--- src/rtl/lbist_pkg.sv ---
package lbist_pkg;

    localparam int DATA_W   = 8;
    localparam int CHAR_W   = DATA_W + 1;
    localparam int TAP_HI   = CHAR_W - 1;
    localparam int TAP_LO   = 4;
    localparam int LOOP_LEN = (1 << CHAR_W) - 1;

    typedef struct packed {
        logic              spec;
        logic [DATA_W-1:0] dat;
    } char_t;

    localparam char_t MARKER = '{spec: 1'b0, dat: '0};

    typedef enum logic {
        RX_HUNT  = 1'b0,
        RX_TRACK = 1'b1
    } rx_state_e;

    // XNOR feedback: the lock-up state is all ones, so all-zero (D0.0)
    // is a legal state and can serve as the loop start.
    function automatic char_t lfsr_step(input char_t c);
        logic [CHAR_W-1:0] s;
        s = c;
        return char_t'({s[CHAR_W-2:0], ~(s[TAP_HI] ^ s[TAP_LO])});
    endfunction

endpackage

--- src/rtl/lbist_tx_gen.sv ---
module lbist_tx_gen
    import lbist_pkg::*;
(
    input  logic  clk,
    input  logic  rst,
    input  logic  test_act,
    input  char_t usr_char,
    output char_t out_char
);

    char_t char_q;
    logic  run_q;

    always_ff @(posedge clk) begin
        if (rst) begin
            char_q <= MARKER;
            run_q  <= 1'b0;
        end else if (test_act) begin
            char_q <= run_q ? lfsr_step(char_q) : MARKER;
            run_q  <= 1'b1;
        end else begin
            char_q <= usr_char;
            run_q  <= 1'b0;
        end
    end

    assign out_char = char_q;

endmodule

--- src/rtl/lbist_rx_chk.sv ---
module lbist_rx_chk
    import lbist_pkg::*;
(
    input  logic  clk,
    input  logic  rst,
    input  logic  test_act,
    input  char_t rx_char,
    output logic  rdy,
    output logic  err
);

    rx_state_e state_q;
    char_t     pred_q;
    logic      rdy_q;
    logic      err_q;

    logic is_marker;
    logic slot_marker;
    logic hit;

    assign is_marker   = (rx_char == MARKER);
    assign slot_marker = (pred_q == MARKER);
    assign hit         = (rx_char == pred_q);

    always_ff @(posedge clk) begin
        if (rst || !test_act) begin
            state_q <= RX_HUNT;
            pred_q  <= MARKER;
            rdy_q   <= 1'b0;
            err_q   <= 1'b0;
        end else begin
            rdy_q <= 1'b0;
            err_q <= 1'b0;
            unique case (state_q)
                RX_HUNT: begin
                    if (is_marker) begin
                        state_q <= RX_TRACK;
                        pred_q  <= lfsr_step(MARKER);
                        rdy_q   <= 1'b1;
                    end
                end
                RX_TRACK: begin
                    if (slot_marker) begin
                        if (is_marker) begin
                            rdy_q  <= 1'b1;
                            pred_q <= lfsr_step(MARKER);
                        end else begin
                            err_q   <= 1'b1;
                            state_q <= RX_HUNT;
                        end
                    end else begin
                        err_q  <= !hit;
                        pred_q <= lfsr_step(pred_q);
                    end
                end
                default: state_q <= RX_HUNT;
            endcase
        end
    end

    assign rdy = rdy_q;
    assign err = err_q;

endmodule

--- src/rtl/lbist_engine.sv ---
module lbist_engine
    import lbist_pkg::*;
(
    input  logic              clk,
    input  logic              rst,
    input  logic              bist_n,
    input  logic [DATA_W-1:0] tx_dat_i,
    input  logic              tx_spec_i,
    output logic [DATA_W-1:0] tx_dat_o,
    output logic              tx_spec_o,
    input  logic [DATA_W-1:0] rx_dat_i,
    input  logic              rx_spec_i,
    output logic              loop_rdy_o,
    output logic              chk_err_o
);

    logic  test_act;
    char_t usr_c;
    char_t out_c;
    char_t rx_c;

    assign test_act = !bist_n;
    assign usr_c    = '{spec: tx_spec_i, dat: tx_dat_i};
    assign rx_c     = '{spec: rx_spec_i, dat: rx_dat_i};

    lbist_tx_gen u_tx (
        .clk      (clk),
        .rst      (rst),
        .test_act (test_act),
        .usr_char (usr_c),
        .out_char (out_c)
    );

    lbist_rx_chk u_rx (
        .clk      (clk),
        .rst      (rst),
        .test_act (test_act),
        .rx_char  (rx_c),
        .rdy      (loop_rdy_o),
        .err      (chk_err_o)
    );

    assign tx_dat_o  = out_c.dat;
    assign tx_spec_o = out_c.spec;

endmodule

--- config.mk ---
export PLATFORM = sky130hd
export DESIGN_NAME = lbist_engine
export DESIGN_NICKNAME = d
export VERILOG_FILES = /design/src/rtl/lbist_pkg.sv /design/src/rtl/lbist_tx_gen.sv /design/src/rtl/lbist_rx_chk.sv /design/src/rtl/lbist_engine.sv
export SDC_FILE = /design/constraint.sdc
export NUM_CORES = 1
export LEC_CHECK = 0
export BUFFER_PORTS_ARGS = -buffer_cell sky130_fd_sc_hd__buf_2
export CAP_MARGIN = 20
export CORE_UTILIZATION = 40
export DETAILED_ROUTE_END_ITERATION = 6
export PLACE_DENSITY = 0.65
export SLEW_MARGIN = 20
export SYNTH_ARGS = -nofsm -noshare
export SYNTH_HDL_FRONTEND = slang
export SYNTH_SLANG_ARGS = --single-unit
--- constraint.sdc ---
create_clock -name clk -period 3.7 [get_ports clk]
set_input_delay 0.74 -clock clk [delete_from_list [all_inputs] [get_ports clk]]
set_output_delay 0.74 -clock clk [all_outputs]
set_load 0.03 [all_outputs]
After elaboration in Yosys (flattened, before gate mapping)
Cells that the tools add are included.

Add/subtract/negate cells: 0. Multipliers: 0. Div/mod/pow operators: 0. $lt $le $gt $ge: 0. Eq/ne operators: 1. Shifts and indexed selects: 0. Mux-type cells: 13. Bitwise gates (word level): 5. Reductions and logical operators: 5.

Operator list (number): 9-bit 2-to-1 mux (4); 9-bit logical NOT (2); 9-bit one-hot mux with 2 select lines (1); 9-bit == test (1); 1-bit 2-to-1 mux (6); 1-bit one-hot mux with 2 select lines (2); 1-bit inverter (3); 2-bit OR reduction (1); 1-bit XOR (2); 1-bit logical NOT (1); 1-bit logical OR (1).

Bits in registers: 22. Bits in latches: 0. Bits in writable memories: 0. Bits in read-only memories: 0. Input port bits: 21. Output and inout port bits: 11. Logic and storage cells: 32. Memories: 0.

Depth between registers and ports, before layout
Depth in word-level cells: 4. Gate-level depth with buffers: 5. Depth with buffers taken out: 4.

Modules after synthesis
A second synthesis with hierarchy kept.

Cells, all modules: 112. Area total of the unflattened synthesis: 1054.8 um^2.

Modules (own cells, without submodules): lbist_rx_chk (instances 1, cells an instance 68, area an instance 624.3 um^2, sequential area each 240.2 um^2); lbist_tx_gen (instances 1, cells an instance 43, area an instance 426.7 um^2, sequential area each 200.2 um^2); lbist_engine (instances 1, cells an instance 1, area an instance 3.8 um^2, sequential area each 0.0 um^2).

Worst setup path after synthesis
Ideal clock, no wire load.

Path type: input to register. From: input port rst. To: register u_rx.pred_q[6] in the netlist's numbering. Setup time: 0.058 ns. Arrival time: 1.652 ns. Required time: 3.642 ns. Setup slack: 1.990 ns. Cell stages on the path: 5. Buffers on the path: 2. Cell sequence: buf_4 -> or2_1 -> buf_2 -> a311oi_1 -> mux2_2.

Word-level cells in the longest chain between the ends: 1.

Ends and longest elaborated chain: start, declared (RTL line lbist_engine.sv:5) `input logic rst,`; 1-bit logical OR (RTL line lbist_rx_chk.sv:26) `if (rst || !test_act) begin`; end signal, assigned (RTL line lbist_rx_chk.sv:38) `pred_q <= lfsr_step(MARKER);`; end signal, assigned (RTL line lbist_rx_chk.sv:46) `pred_q <= lfsr_step(MARKER);`; end signal, assigned (RTL line lbist_rx_chk.sv:53) `pred_q <= lfsr_step(pred_q);`; end, declared (RTL line lbist_rx_chk.sv:13) `char_t pred_q;`.

No other way between the ends. A chain may end at the register's enable or synchronous reset.

Worst setup path after layout
From: input port bist_n. To: register u_rx.pred_q[6] in the netlist's numbering.

Word-level cells in the longest chain between the ends: 1.

Ends and longest elaborated chain: start, declared (RTL line lbist_engine.sv:6) `input logic bist_n,`; 1-bit logical OR (RTL line lbist_rx_chk.sv:26).

No other way between the ends.

==> flow_metrics.py <==
metrics = {
    "status": {
        "outcome": "complete, no violations",
    },
    "die": {
        "die_area_sq_mm": 0.00266,
        "die_w_um": 51.6,
        "coreArea_sq_mm": 0.00225,
        "ios": 32,
        "start_util_pct": 43.6,
        "fp-row-count": 17,
        "fp.dieH_um": 51.6,
    },
    "grt": {
        "grt_pass1_wl_um": 3390,
        "met2_usage_pct": 27.5,
        "antenna_found_initial": 0,
        "busiest_layer": "met2",
        "use_met3_pct": 2.63,
        "met1_usage_pct": 22.3,
        "grt_max_degree": 13,
        "grt_pass1_vias": 783,
        "grt_use_total_pct": 17.1,
        "grt-ovfl-total": 0,
    },
    "yosys": {
        "synth_area_leaders": "dfxtp_1, xor2_1, a22oi_1, nand2_1, nor2_1",
        "synth_edf_count": 0,
        "async_flop_share_pct": 0,
        "yosys_warnings": 0,
        "seq_area_frac_synth_pct": 44.8,
        "ys.flop_type": "dfxtp_1",
        "synth.largest_area_cell": "dfxtp_1",
        "synth.top_cell.area_share_pct": 44.8,
        "synth.most_common_cell": "dfxtp_1",
        "syn_inst": 105,
        "ys_seq_elements": 22,
        "synthTopCellsByCount": "dfxtp_1, nand2_1, nor2_1, xor2_1, a22oi_1",
        "yosysUniqueCellTypes": 31,
        "syn_avg_cell_area_sq_um": 9.35,
        "synth.net_count": 126,
        "synth_area_sq_um": 982,
    },
    "route": {
        "routed_wl_um": 2030,
        "drt_iter0_markers": 18,
        "post_drt_wl_per_cell_um": 12.6,
        "final_antenna_net_count": 0,
        "num_vias": 833,
        "drcViolationCount": 0,
        "via_per_inst": 5.17,
        "firstDrtPassIters": 4,
    },
    "job": {
        "drv_cap": 0,
    },
    "timing": {
        "clock.fmax_ghz": 0.538,
        "grt_setup_unrepaired": "no",
        "relSlewSlack_pct": 61.0,
        "fin_tns_setup_ps": 0,
        "setup_viol_count_final": 0,
        "min_period_ps": 1860,
        "finalClockSkew_ps": 7.96,
        "hold_viol": 0,
        "finalMaxSlewViolations": 0,
        "worst_slew_pin_slew_ps": 581,
        "worst_slack_ps": 1840,
        "post-route-period-util_pct": 50.3,
    },
    "worst_setup_path": {
        "path_delay_family": "simple AND/OR/NAND/NOR gates",
        "crit_buf_inv": 2,
        "path_cells": "buf_2, or2_1, clkinv_1, and2_1, mux2_2",
        "start_kind": "input pin",
        "crit_type": "input pin to register",
        "required_ps": 3900,
        "cp_max_fo": 12,
        "cp_slowest_cell": "or2_1",
        "end_kind": "register",
        "critPathMaxStageDelay_ps": 370,
        "arrival_ps": 2060,
    },
    "cts": {
        "insertion_delay_ps": 290,
        "root_buffer": "clkbuf_4",
        "cts_resized": 0,
        "cts_tree": "done",
        "numCtsBuffers": 3,
        "post_cts_buffers": 0,
        "cts_num_sinks": 22,
        "htree_num_levels": 1,
        "clkTransAtPathRegs_ps": 110,
        "ctsHoldBuffers": 0,
        "cts_max_path_buffers": 2,
    },
    "final_layout": {
        "n_antenna_cell": 0,
        "seq_area_sq_um": 440,
        "syn_to_final_growth_pct": 18.7,
        "drive_gt1_share_pct": 29.3,
        "fin_nets": 156,
        "nFillCells": 213,
        "multi_input_area_sq_um": 490,
    },
    "power_and_ir_drop": {
        "power.leakage_nw": 0.488,
        "p_total_mw": 0.396,
        "vdd_drop_max_uv": 152,
        "powerDensity_mw_per_mm2": 339,
    },
    "place": {
        "gp_congestion": 0.793,
        "portBuffers": 31,
        "place_ws_ps": 1520,
        "dp_hpwl_um": 1530,
    },
    "min_path": {
        "hp-class": "register to register",
    },
}
-- path summary, 6_finish.rpt --
kind                 from                to  slack [ps]  cells after the start
min            u_tx.run_q  u_tx.out_char[7]         490                      2
min reg2reg    u_tx.run_q  u_tx.out_char[7]         490                      2
max reg2reg  u_rx.state_q    u_rx.pred_q[6]        2110                      3
max                bist_n    u_rx.pred_q[6]        1840                      5
-- flip-flops by register name (all words and copies together) (netlist names) --
signal         flops
u_rx.pred_q        9
u_tx.out_char      9
u_rx.err           1
u_rx.rdy           1
u_rx.state_q       1
u_tx.run_q         1
-- report_power, final --
group          internal, mW  switching, mW
registers             0.242        0.00268
clock network        0.0379         0.0644
logic                0.0191         0.0298
total                 0.299         0.0969
-- cells in the final DEF, fill, tap and decap left out, drive strengths merged --
cell type,n
clkbuf,3
a22oi,8
nor2,10
o31a,1
inv,5
clkinv,1
nand3b,1
nor3b,1
or2,1
nor4,3
nor3,3
buf,31
a41oi,1
nor2b,1
and3,1
a311o,3
mux2,1
o21a,1
o31ai,1
xor2,10
a21oi,5
and2,1
o32ai,3
nand2,11
nand3,1
xnor2,1
dfxtp,22
a311oi,2
-- metrics by stage --
| stage | util, % | area, sq um | instances | hold WS, ps |
|---|---|---|---|---|
| 2_1_floorplan | - | 982 | 105 | 456 |
| 3_3_place_gp | 50.7 | 1140 | 158 | 481 |
| 3_5_place_dp | 50.7 | 1140 | 158 | 485 |
| 4_1_cts | 51.7 | 1170 | 161 | 496 |
| 5_1_grt | 51.7 | 1170 | 161 | 515 |
| 6_report | 51.7 | 1170 | 161 | 486 |
-- kinds of logic (layout without fill, tap and decap cells) --
logic type,count (synthesis),after routing,synth area share (%)
xor+xnor,11,11,9.81
mux,1,1,1.15
compound gates,25,25,20.3
simple gates,34,34,18.7
buf+inv,12,40,5.22
flops,22,22,44.8
-- worst reg2reg max path, stage by stage (launching register included) --
cell and delay (ps):
dfxtp_1 600, inv_1 140, a41oi_2 380, mux2_2 380
-- cell type report --
| cell class | count | area share (%) |
|---|---|---|
| multi-input cells | 71 | 42.1 |
| well taps | 28 | 3.00 |
| inverters | 6 | 1.93 |
| clock buffers | 3 | 1.93 |
| flip-flops and latches | 22 | 37.8 |
| repair buffers | 31 | 13.3 |
-- metal layers --
metal,part of all wire (%),wire length (um)
met5,0,0
met1,50,1010
met3,4.0,80
met2,45,915
met4,0.69,14
Power figures use the tool's default switching activity.
